==> src/rtl/flash_cmd_decoder.sv <==
module flash_cmd_decoder #(
  parameter int ADDR_W   = 22,
  parameter int DATA_W   = 16,
  parameter int SECT_LSB = 12,
  localparam int SW      = ADDR_W - SECT_LSB,
  localparam int NSECT   = 1 << SW
) (
  input  logic              clk,
  input  logic              rst_n,
  input  logic              we_n,
  input  logic [ADDR_W-1:0] addr,
  input  logic [DATA_W-1:0] wdata,
  input  logic [DATA_W-1:0] array_data,
  input  logic [NSECT-1:0]  sect_prot,
  input  logic              lock_i,
  output logic [DATA_W-1:0] rdata,
  output logic              secure_o,
  output logic [1:0]        rd_mode_o
);
  typedef enum logic [2:0] {S_IDLE, S_U1, S_U2, S_PST, S_LST} st_t;

  st_t  st, nxt;
  logic we_q, sec_n, wr_ev;
  logic [11:0] a_lo;
  logic [7:0]  d_lo;
  logic start;

  assign wr_ev = !we_q && we_n;
  assign a_lo  = addr[11:0];
  assign d_lo  = wdata[7:0];
  assign start = (a_lo == 12'h555) && (d_lo == 8'hAA);

  always_comb begin
    nxt   = st;
    sec_n = secure_o;
    if (wr_ev) begin
      nxt = S_IDLE;
      if (d_lo != 8'hF0) begin
        case (st)
          S_U1: if (a_lo == 12'h2AA && d_lo == 8'h55) nxt = S_U2;
          S_U2: if (a_lo == 12'h555) begin
            case (d_lo)
              8'h88:   sec_n = 1'b1;
              8'h90:   nxt = S_PST;
              8'h58:   nxt = S_LST;
              default: nxt = S_IDLE;
            endcase
          end
          S_PST: begin
            if (d_lo == 8'h00) sec_n = 1'b0;
            else if (start)    nxt = S_U1;
          end
          default: if (start) nxt = S_U1;
        endcase
      end
    end
  end

  always_ff @(posedge clk or negedge rst_n) begin
    if (!rst_n) begin
      st       <= S_IDLE;
      we_q     <= 1'b1;
      secure_o <= 1'b0;
    end else begin
      st       <= nxt;
      we_q     <= we_n;
      secure_o <= sec_n;
    end
  end

  assign rd_mode_o = (st == S_PST) ? 2'b01 : (st == S_LST) ? 2'b10 : 2'b00;

  logic [SW-1:0] sect;
  assign sect = addr[ADDR_W-1:SECT_LSB];

  always_comb begin
    rdata = '0;
    case (rd_mode_o)
      2'b01:   rdata[0] = sect_prot[sect];
      2'b10:   rdata[1] = lock_i;
      default: rdata = array_data;
    endcase
  end
endmodule

==> config.mk <==
export PLATFORM = sky130hd
export DESIGN_NAME = flash_cmd_decoder
export DESIGN_NICKNAME = d
export VERILOG_FILES = /design/src/rtl/flash_cmd_decoder.sv
export SDC_FILE = /design/constraint.sdc
export NUM_CORES = 1
export LEC_CHECK = 0
export BUFFER_PORTS_ARGS = -buffer_cell sky130_fd_sc_hd__buf_2
export CORE_AREA = 4 4 425 427
export DETAILED_ROUTE_END_ITERATION = 8
export DIE_AREA = 0 0 429 431
export GPL_TIMING_DRIVEN = 0
export PLACE_DENSITY_LB_ADDON = 0.2
export SYNTH_ARGS = -nofsm -noshare
export SYNTH_HDL_FRONTEND = slang
export SYNTH_SLANG_ARGS = --single-unit
==> constraint.sdc <==
create_clock -name clk -period 2.3 [get_ports clk]
set_input_delay 0.23 -clock clk [delete_from_list [all_inputs] [get_ports clk]]
set_output_delay 0.23 -clock clk [all_outputs]
set_load 0.01 [all_outputs]
==> results of run 1 <==
cells in the mapped netlist, drive strengths merged, types with 12 or more instances:
| master | n |
|---|---|
| mux2i | 115 |
| and2 | 20 |
| nor2 | 31 |
| o22ai | 23 |
| buf | 74 |
| nor3 | 12 |
| a21oi | 40 |
| nand3 | 21 |
| a22oi | 44 |
| o221ai | 28 |
| nand2 | 29 |
| mux4 | 210 |
| o21ai | 13 |
| clkbuf | 22 |
stage by stage:
stage | power, mW | hold WS [ns] | setup TNS, ns | cells | setup slack [ns]
2_1_floorplan | 1.53 | -0.0656 | -0.200 | 802 | -0.200
3_3_place_gp | 3.81 | 0.0525 | -11.64 | 4231 | -4.14
3_5_place_dp | 3.84 | 0.0532 | -10.54 | 4235 | -3.55
4_1_cts | 4.56 | 0.108 | -1.15 | 4301 | -1.15
5_1_grt | 4.68 | 0.108 | -1.21 | 4305 | -1.21
6_report | 4.40 | 0.110 | -1.08 | 4316 | -1.08
power by group through the flow:
stage	Clock, mW	Sequential, mW	Combinational, mW
2_1_floorplan	0	0.0912	1.44
4_1_cts	0.292	0.0904	4.18
5_1_grt	0.302	0.0903	4.29
6_report	0.291	0.0904	4.02
3_5_place_dp	0	0.0912	3.75
3_3_place_gp	0	0.0913	3.72
layout make-up:
type | instances | area (µm²) | share of cell area [%]
multi-input cells | 694 | 8890 | 44.9
well taps | 2340 | 2930 | 14.8
repair buffers | 1158 | 6200 | 31.3
clock buffers | 4 | 78.8 | 0.398
plain buffers | 95 | 1500 | 7.59
flip-flops and latches | 5 | 126 | 0.638
inverters | 7 | 28.8 | 0.145
diodes | 13 | 32.5 | 0.164
cell usage in the layout, fill, tap and decap left out, types with 8 or more instances in the layout:
cell	instances
buf_2	1091
mux4_2	192
mux2i_1	104
buf_4	58
a21oi_1	34
buf_12	33
a22oi_1	33
buf_16	24
o221ai_1	24
nor2_1	20
nand2_1	20
and2_1	18
mux4_1	18
o22ai_1	17
nand3_1	16
diode_2	13
buf_8	13
buf_6	11
o21ai_0	11
a22oi_2	11
clkbuf_2	10
nand4_1	10
nor3_1	9
a211oi_1	8
mux2i_4	8
a221oi_1	8
flip-flops by register name, indices dropped and copies added, names as in the netlist:
register and count:
secure_o 1, we_q 1, st 3
worst max-delay path by stage:
stage	start	end	depth (start not counted)
after floorplan	addr[12]	rdata[0]	10
after global placement	addr[16]	rdata[0]	13
after detailed placement	addr[16]	rdata[0]	13
after CTS	addr[12]	rdata[0]	15
after global routing	addr[12]	rdata[0]	15
final	addr[12]	rdata[0]	15
worst register-to-register path, delay by kind of cell, from the launching register on:
family / cells / cell delay (ns)
and+or+nand+nor: 2 / 0.88
AOI/OAI and AO/OA: 2 / 0.36
DFF: 1 / 0.44
logic make-up (layout without fill, tap and decap cells):
family	Yosys count	count (layout)	synth area share [%]
AOI/OAI and AO/OA	206	206	15.9
buffers and inverters	103	1264	8.98
DFF	5	5	1.37
muxes	326	326	64.4
other	0	13	0
and+or+nand+nor	162	162	9.34
repair_timing:
action / CTS / global route
endpoints found under the hold margin: 4 / 0
gates resized for setup: 280 / 8
buffers inserted: 62 / 2
pin swaps: 27 / 7
endpoints found under the setup margin: 16 / 2
hold buffers: 1 / 0
metal layers:
metal,up-vias,GRT usage (%)
met1,7304,17.6
met3,62,1.94
met2,696,28.2
met4,14,0.576
met5,-,0
li1,5960,-
==> impl_results.md, run 1 <==
* Vias at 14036
* Die area at 185000 µm²
* FF-to-FF Start: st[0]
* Part of the power in registers at 2.1%
* Detail Placement HPWL at 124000 µm
* Mapped Area at 9250 µm²
* Fmax at 0.296 GHz
* Leakage at 8.38 nW
* PnR worst setup slack at -1.08 ns
* Met2 WL post-DR at 77400 µm
* Initial antenna violation count at 53
* Pwr/cell area at 222 nW/µm²
* Row cnt at 154
* Area Growth Syn to Fin at 114%
* Post-Syn Nets at 1884
* Util after Layout at 11.2%
* Clock root buffer: clkbuf_16
* Internal at 2.25 mW
* Post-route clock skew at 0.00301 ns
* Via density at 3.25
* Relative slew margins at 23.9%
* Worst-Margin Slew at 1.14 ns
* Largest net degree at the start of global routing at 11
* Cell family with most CP delay: buffers and inverters
* CTS clock-pin slew for the worst setup and hold paths at 0.04 ns
* Worst Path Required at 2.07 ns
* Clock Path Buffers at 2
* Ys Warns at 0
* Hold Crit Start: we_n
* Layout Nets at 3046
* Setup Viol. Count Final at 2
* Slew Viols, Final at 0
* Max VDD drop at 166 µV
* Post-synth top flop: dfrtp_1
* Post-synth EDFFs at 0
* Routed wire per std cell at 32.8 µm
* Worst flop-to-flop path endpoint: st[1]
* DRC at 0
* Ys async rst share at 100%
* Hold path cells at 1
* Share of cells above drive strength 1 at 78.7%
* Critical path's slowest cell: or4_4
* Switching pwr at 2.16 mW
* Reg-to-reg slack, setup at 0.54 ns
* CP cell instances: buf_12, buf_16, buf_16, buf_16, buf_12, mux2i_1, o22ai_2, a211o_1, nand4_1, buf_6, o211ai_1, a31oi_4, or4_4, o2111ai_2, buf_6
* Number of global-route vias before repair at 15146
* Syn Inst Count at 802
* Setup crit end kind: output port
* Ports at 1101
* Largest stage delay, worst path at 0.60 ns
* FF-to-FF path depth at 4
* Remaining antenna violation count after routing at 0
* Gr usage total at 14.5%
* Area post-placement at 17800 µm²
* Clock power share at 6.6%
* Iter 0 DRT Violations at 845
* Sw Ratio at 48.9%
* Ranking of synthesized cells by area: mux4_2, mux2i_1, mux4_1
* Core region area at 176000 µm²
* Global placement routability congestion at 0.884
* Global route total overflow at 0
* Path type of the worst min-delay path: input port to register
* RSZ-0062 raised after global routing: yes
* Hold endpoint: we_q
* Top cell type's share of synthesized area at 46.5%
* Number of I/O port buffers at 1089
* Data arrival, critical path at 3.15 ns
* CTS sink cnt at 5
* Starting density of the core at 5.25%
* Height of the die at 431 µm
* CTS H-tree depth at 1
* Post-route minimum period at 3.38 ns
* Drt pass-1 iters at 5
* DRT Wirelength at 142000 µm
* Status: complete, but fails checks
* Crit start category: input port
* Yosys reg bits at 5
* CP bufs+invs at 7
* CTS tree: built
* M1 WL at 56600 µm
* Syn_area_per_cell at 11.5 µm²
* CP Class: input port to output port
* Final Hold Vio Count at 0
* Combinational Power Share at 91.3%
* Final period util at 147%
* Cell variety after synth at 62
* First-pass GRT wire length at 173000 µm
* Clk Latency, worst-skew pair at 0.23 ns
* Filler Cells Inserted at 20527
* Die Width at 429 µm
* Routed wl met3 at 6820 µm
* Sequential area share after synthesis at 1.37%
* Crit-path max FO at 7
* Final Cell Area at 19800 µm²
* CTS Buf Count at 3
* Top layer in use: met5
* Failing checks: setup timing
* Largest area contributor in the netlist: mux4_2
* Max Cap Viol at 0
* Most frequent CP cell: buf_16
Note: power is estimated with default switching activity, not from simulation.
==> run 2, diff against run 1 <==
--- a/config.mk
+++ b/config.mk
@@ -10,7 +10,7 @@
 export DETAILED_ROUTE_END_ITERATION = 8
 export DIE_AREA = 0 0 429 431
 export GPL_TIMING_DRIVEN = 0
-export PLACE_DENSITY_LB_ADDON = 0.2
+export PLACE_DENSITY = 0.33
 export SYNTH_ARGS = -nofsm -noshare
 export SYNTH_HDL_FRONTEND = slang
 export SYNTH_SLANG_ARGS = --single-unit
==> run 2 against run 1 <==
  * The flow still finishes with violations (setup timing)
  * Cell count rose by 0.14%
  * Die area did not move
  * Sequential share of layout area barely moved
  * Worst setup slack got worse by 0.15 ns
  * Non-clock buffer count rose by 1
  * Largest power group unchanged
  * Critical path type unchanged
  * Register-to-register slack got worse by 0.11 ns
  * Critical endpoint unchanged
  * Worst hold slack improved by 0.0056 ns
  * Clock-buffer cell count fell by 1
  * Sequential power barely moved
  * Combinational power barely moved
  * Routed wire length rose by 2.5%
==> impl_results.md, run 2 (synthesized netlist as in run 1, its figures left out) <==
* Status: complete, but fails checks
* Failing checks: setup timing
* Worst-Margin Slew at 1.18 ns (+0.0341 ns)
* PnR worst setup slack at -1.23 ns (-0.154 ns)
* CTS sink cnt at 5 (unchanged)
* Crit-path max FO at 7 (unchanged)
* Via density at 3.33 (+2.3%)
* Critical path's slowest cell: or4_4
* Routed wire per std cell at 33.6 µm (+2.3%)
* Number of I/O port buffers at 1089 (unchanged)
* Worst flop-to-flop path endpoint: st[1]
* CP bufs+invs at 6 (-1)
* Met2 usage at 28.5% (+0.28 points)
* Most flop-heavy register: st
* Core region area at 176000 µm² (unchanged)
* Largest registers: st: 3 flops, secure_o: 1 flops, we_q: 1 flops
* Gr usage total at 14.8% (+0.33 points)
* Cell total after placement at 4236 (+0.024%)
* Fmax at 0.283 GHz (-4.4%)
* Crit start category: input port
* Setup Viol. Count Final at 1 (-1)
* Drt pass-1 iters at 5 (unchanged)
* Commonest non-fill, non-tap cell in the layout: buf_2
* Remaining antenna violation count after routing at 0 (unchanged)
* CTS tree: built
* Relative slew margins at 21.6% (-2.3 points)
* FF-to-FF path depth at 4 (unchanged)
* CTS Buf Count at 3 (unchanged)
* Number of global-route vias before repair at 15273 (+0.84%)
* Area Growth Syn to Fin at 113%
* Worst Path Required at 2.07 ns (about the same)
* Commonest non-fill, non-tap cells in the layout: buf_2, mux4_2, mux2i_1, buf_4, a22oi_1
* Clk Latency, worst-skew pair at 0.23 ns (about the same)
* Non-filler cells, final at 4322 (+0.14%)
* Clock Path Buffers at 2 (unchanged)
* CP Class: input port to output port
* Die Width at 429 µm (unchanged)
* DRC at 0 (unchanged)
* Max Cap Viol at 0 (unchanged)
* Post-route minimum period at 3.53 ns (+0.154 ns)
* Global placement routability congestion at 0.892 (+0.96%)
* Slew Viols, Final at 0 (unchanged)
* Hold endpoint: we_q
* Layout Nets at 3047 (+0.033%)
* Cell family with most CP delay: simple AND/OR/NAND/NOR gates
* Path type of the worst min-delay path: input port to register
* Setup TNS at -1.23 ns (-0.153 ns)
* Iter 0 DRT Violations at 940 (+11%)
* DRT Wirelength at 145000 µm (+2.5%)
* CTS H-tree depth at 1 (unchanged)
* Dpl ws at -3.23 ns (+0.316 ns)
* Max VDD drop at 108 µV (-35%)
* Pwr/cell area at 224 nW/µm² (+0.53%)
* Height of the die at 431 µm (unchanged)
* Number of flip-flops in the largest register at 3 (unchanged)
* Hold Crit Start: we_n
* Largest net degree at the start of global routing at 11 (unchanged)
* Share of cells above drive strength 1 at 78.8% (+0.11 points)
* Vias at 14378 (+2.4%)
* Met1 Use GR at 17.6% (+0.058 points)
* Final Hold Vio Count at 0 (unchanged)
* Met3 Track Usage GR at 2.49% (+0.55 points)
* Data arrival, critical path at 3.30 ns (+0.15 ns)
* Hold path cells at 1 (unchanged)
* Most frequent CP cell: buf_16
* Leakage at 8.32 nW (-0.72%)
* CTS clock-pin slew for the worst setup and hold paths at 0.03 ns (about the same)
* RSZ-0062 raised after global routing: yes
* Post-route clock skew at 0.00340 ns (+0.000398 ns)
* Largest stage delay, worst path at 0.58 ns (-0.02 ns)
* Starting density of the core at 5.25% (unchanged)
* Ports at 1101 (unchanged)
* First-pass GRT wire length at 176000 µm (+1.7%)
* Detail Placement HPWL at 128000 µm (+3.2%)
* Reg-to-reg slack, setup at 0.43 ns (-0.11 ns)
* Setup crit end kind: output port
* CP cell instances: buf_12, buf_12, buf_16, buf_16, buf_16, mux2i_4, a22oi_2, nand4_1, nand4_1, a31oi_2, or4_4, o2111ai_2, buf_6
* Global route total overflow at 0 (unchanged)
* Initial antenna violation count at 65 (+23%)
* Top Usage Layer GRT: met2
* Clock root buffer: clkbuf_16
* Row cnt at 154 (unchanged)
* Final period util at 154% (+6.7 points)
* Die area at 185000 µm² (unchanged)
* FF-to-FF Start: st[0]
-- run 2: changes by cell type in the layout (fill, tap and decap cells not counted), moves of 5 or more --
cell,delta
a21oi_1,-5
a22oi_1,+6
a22oi_2,-6
buf_12,-9
buf_4,+9
buf_6,+6
clkbuf_2,-5
diode_2,+5
mux2i_1,-14
mux2i_2,+11
o22ai_1,+6
-- run 2: report_power, final --
| group | total, mW | leakage [nW] | switching, mW | internal [mW] |
|---|---|---|---|---|
| sequential | 0.0902 | 0.0664 | 0.000159 | 0.0900 |
| combinational | 4.03 | 8.21 | 2.13 | 1.90 |
| clock | 0.290 | 0.0410 | 0.0625 | 0.228 |
| total | 4.42 | 8.32 | 2.19 | 2.22 |
-- run 2: stage by stage --
step	hold WS, ns	power [mW]	cell area, µm²	utilization (%)
6_report	0.116	4.42	19700	11.2
5_1_grt	0.118	4.68	19700	11.2
2_1_floorplan	-0.0656	1.53	9320	-
3_5_place_dp	0.0621	3.88	17800	10.1
3_3_place_gp	0.0555	3.85	17700	10.0
4_1_cts	0.116	4.54	19500	11.0
-- run 2: layout make-up --
| cell class | count | area, µm² |
|---|---|---|
| Antenna cell | 18 | 45.0 |
| Sequential cell | 5 | 126 |
| Buffer | 95 | 1420 |
| Timing Repair Buffer | 1159 | 6150 |
| Fill cell | 20492 | 156000 |
| Tap cell | 2340 | 2930 |
| Clock buffer | 3 | 75.1 |
| Multi-Input combinational cell | 694 | 8960 |
| Inverter | 7 | 36.3 |
| Clock inverter | 1 | 5.00 |
-- run 2: how the worst max path moves through the flow --
| stage | from | slack (ns) | depth (start not counted) | end |
|---|---|---|---|---|
| floorplan | addr[12] | -0.20 | 10 | rdata[0] |
| global placement | addr[16] | -4.50 | 12 | rdata[0] |
| detailed placement | addr[16] | -3.23 | 13 | rdata[0] |
| CTS | addr[13] | -1.25 | 13 | rdata[0] |
| global route | addr[13] | -1.21 | 13 | rdata[0] |
| finish | addr[13] | -1.23 | 13 | rdata[0] |
-- run 2: repair_timing --
item	CTS	global route
hold buffers	1	0
endpoints found under the setup margin	16	11
pin swaps	18	13
gates cloned	0	0
endpoints found under the hold margin	4	0
resized for setup	250	29
buffers inserted	51	13
-- run 2: routing by layer --
metal / part of all wire, % / routed length, µm
met5: 0.13 / 187
met3: 6.0 / 8680
met4: 1.4 / 2060
met1: 39 / 56400
met2: 54 / 77800
==> run 3, diff against run 2 <==
==> config.mk (replaced) <==
export PLATFORM = sky130hd
export DESIGN_NAME = flash_cmd_decoder
export DESIGN_NICKNAME = d
export VERILOG_FILES = /design/src/rtl/flash_cmd_decoder.sv
export SDC_FILE = /design/constraint.sdc
export NUM_CORES = 1
export LEC_CHECK = 0
export ABC_AREA = 1
export BUFFER_PORTS_ARGS = -buffer_cell sky130_fd_sc_hd__buf_2
export CORE_AREA = 4 4 426 428
export DETAILED_ROUTE_END_ITERATION = 8
export DIE_AREA = 0 0 430 432
export GPL_TIMING_DRIVEN = 0
export PLACE_DENSITY = 0.34
export SYNTH_ARGS = -nofsm -noshare
export SYNTH_HDL_FRONTEND = slang
export SYNTH_SLANG_ARGS = --single-unit
==> run 3 against run 2 <==
  * The flow still finishes with violations (setup timing)
  * Die area rose by 0.47%
  * Synthesized cell count grew to 3.0 times the previous value
  * Sequential power rose by 4.3%
  * Utilization increased by 2.6 points
  * Global-route usage rose by 6.0 points
  * Cell count rose by 37%
  * Sequential share of layout area shrank 0.12 points
  * Clock-buffer cell count up 1
  * Largest power group unchanged
  * Highest routed layer unchanged
==> impl_results.md, run 3 <==
* Layout Nets at 4617 (+52%)
* Routed wire per std cell at 35.0 µm (+4.2%)
* Largest net degree at the start of global routing at 13 (+2)
* Fmax at 0.371 GHz (+31%)
* Clock Path Buffers at 2 (unchanged)
* CP Class: input port to output port
* Number of I/O port buffers at 1087 (-0.18%)
* Crit-path max FO at 8 (+1)
* Commonest non-fill, non-tap cell in the layout: buf_2
* CTS clock-pin slew for the worst setup and hold paths at 0.03 ns (about the same)
* Clock root buffer: clkbuf_16
* Crit start category: input port
* Post-Syn Nets at 3483 (+85%)
* Share of cells above drive strength 1 at 47.1% (-32 points)
* Max Cap Viol at 0 (unchanged)
* Syn Inst Count at 2401 (+200%)
* Leakage at 11.8 nW (+42%)
* RSZ-0062 raised after global routing: yes
* Row cnt at 155 (+0.65%)
* Gr usage total at 20.8% (+6.0 points)
* Post-route clock skew at 0.000898 ns (-0.00251 ns)
* FF-to-FF path depth at 6 (+2)
* Core region area at 178000 µm² (+0.98%)
* Ranking of synthesized cells by area: nand3_1, nand2_1, buf_2
* DRT Wirelength at 207000 µm (+43%)
* Ys async rst share at 100% (unchanged)
* Top cell type's share of synthesized area at 46.8% (+0.32 points)
* Hold_ws at 0.183 ns (+0.0671 ns)
* Initial antenna violation count at 64 (-1.5%)
* Data arrival, critical path at 2.47 ns (-0.83 ns)
* Global route total overflow at 0 (unchanged)
* Number of global-route vias before repair at 23179 (+52%)
* First-pass GRT wire length at 250000 µm (+42%)
* Final Hold Vio Count at 0 (unchanged)
* Vias at 23401 (+63%)
* Relative slew margins at 47.7% (+26 points)
* Setup TNS at -0.395 ns (+0.836 ns)
* Number of flip-flops in the largest register at 3 (unchanged)
* Die Width at 430 µm (+0.23%)
* Final period util at 117% (-36 points)
* Ports at 1101 (unchanged)
* Area Growth Syn to Fin at 126%
* Hold path cells at 1 (unchanged)
* Die area at 186000 µm² (+0.47%)
* Max VDD drop at 167 µV (+55%)
* Commonest non-fill, non-tap cells in the layout: buf_2, nand2_1, nand3_1, nand3_2, nand3_4
* Via density at 3.95 (+19%)
* Failing checks: setup timing
* Height of the die at 432 µm (+0.23%)
* CTS sink cnt at 5 (unchanged)
* Pwr/cell area at 244 nW/µm² (+9.3%)
* Commonest cells post-synth: nand2_1, nand3_1, buf_2, inv_1, buf_4
* Slew Viols, Final at 0 (unchanged)
* Most common cell in the synthesized netlist: nand2_1
* CTS H-tree depth at 1 (unchanged)
* Path type of the worst min-delay path: input port to register
* Remaining antenna violation count after routing at 0 (unchanged)
* Yosys reg bits at 5 (unchanged)
* Sequential area share after synthesis at 1.17% (-0.20 points)
* Starting density of the core at 6.09% (+0.84 points)
* Post-synth EDFFs at 0 (unchanged)
* PnR worst setup slack at -0.395 ns (+0.836 ns)
* Setup crit end kind: output port
* Post-synth top flop: dfrtp_1
* Mapped Area at 10800 µm² (+17%)
* Clk Latency, worst-skew pair at 0.23 ns (about the same)
* Status: complete, but fails checks
* CTS Buf Count at 3 (unchanged)
* Detail Placement HPWL at 171000 µm (+33%)
* Drt pass-1 iters at 6 (+1)
* Worst Path Required at 2.07 ns (about the same)
* Syn_area_per_cell at 4.51 µm² (-61%)
* Global placement routability congestion at 0.889 (-0.29%)
* Largest area contributor in the netlist: nand3_1
* Ys Warns at 0 (unchanged)
* CTS tree: built
* Post-route minimum period at 2.70 ns (-0.836 ns)
* Iter 0 DRT Violations at 1953 (+110%)
* Worst-Margin Slew at 0.785 ns (-0.392 ns)
* Most flop-heavy register: st
* Largest registers: st: 3 flops, secure_o: 1 flops, we_q: 1 flops
* Setup Viol. Count Final at 1 (unchanged)
* DRC at 0 (unchanged)
* Cell variety after synth at 26 (-58%)
==> run 3: through the flow <==
stage / cells / area, µm² / total power, mW / setup slack (ns) / utilization, %
floorplan: 2401 / 10800 / 1.70 / 0.486 / -
detailed placement: 5845 / 19300 / 4.63 / -2.53 / 10.8
global placement: 5843 / 19200 / 4.63 / -3.33 / 10.8
CTS: 5868 / 22200 / 5.57 / -0.638 / 12.5
global route: 5902 / 24400 / 6.33 / -0.475 / 13.7
finish: 5923 / 24500 / 5.99 / -0.395 / 13.8
==> run 3: routing by layer <==
metal | wire, µm | global-route usage, % | up-vias
met5 | 105 | 0 | -
met4 | 6880 | 5.60 | 18
met1 | 84400 | 25.9 | 11404
met3 | 12400 | 2.84 | 270
li1 | - | - | 10366
met2 | 103000 | 37.4 | 1343
==> run 3: where the power goes <==
| part | switching [mW] | internal, mW | total (mW) |
|---|---|---|---|
| logic | 3.52 | 2.09 | 5.61 |
| registers | 0.00298 | 0.0911 | 0.0941 |
| clock network | 0.0589 | 0.230 | 0.289 |
| total | 3.58 | 2.41 | 5.99 |
==> run 3: cell families after synthesis <==
family / synth area share [%]
flops: 1.17
buf+inv: 12.7
compound gates: 0.705
simple gates: 85.3
mux: 0.0924
==> run 3: timing repair <==
action | 4_1_cts | 5_1_grt
resized for setup | 665 | 401
endpoints found under the hold margin | 4 | 0
buffers inserted | 12 | 10
gates cloned | 7 | 11
pin swaps | 10 | 89
hold buffers | 1 | 0
setup endpoints to repair | 11 | 11
==> run 3: layout make-up <==
class	count	area (µm²)
antenna	34	85.1
buffer	222	3260
clock buffer	4	78.8
fill	21061	153000
inverter	46	218
multi-input combinational	2127	11600
sequential	5	126
tap	2355	2950
timing repair buffer	1129	6210
timing repair inverter	1	20.0
==> run 3: worst max-delay path: stages <==
cell and delay [ns]:
buf_16 0.15, buf_16 0.17, buf_16 0.17, clkbuf_16 0.19
nand2_1 0.08, nand3_1 0.14, nand3_2 0.12, nand3_4 0.09
nand3_4 0.11, nand3_4 0.13, nand3_4 0.15, nand2_1 0.07
nand2_1 0.08, nand3_2 0.08, nand2_4 0.09, nand2_2 0.05
nand3_2 0.08, nand2_2 0.06, buf_6 0.13
==> run 3: final timing paths <==
path | from | to | slack [ns]
max | addr[12] | rdata[0] | -0.40
min | we_n | we_q | 0.18
max reg2reg | st[1] | st[1] | 0.39
min reg2reg | st[2] | st[2] | 0.57
max in group asynchronous | rst_n | we_q | 1.59
min in group asynchronous | rst_n | secure_o | 0.49
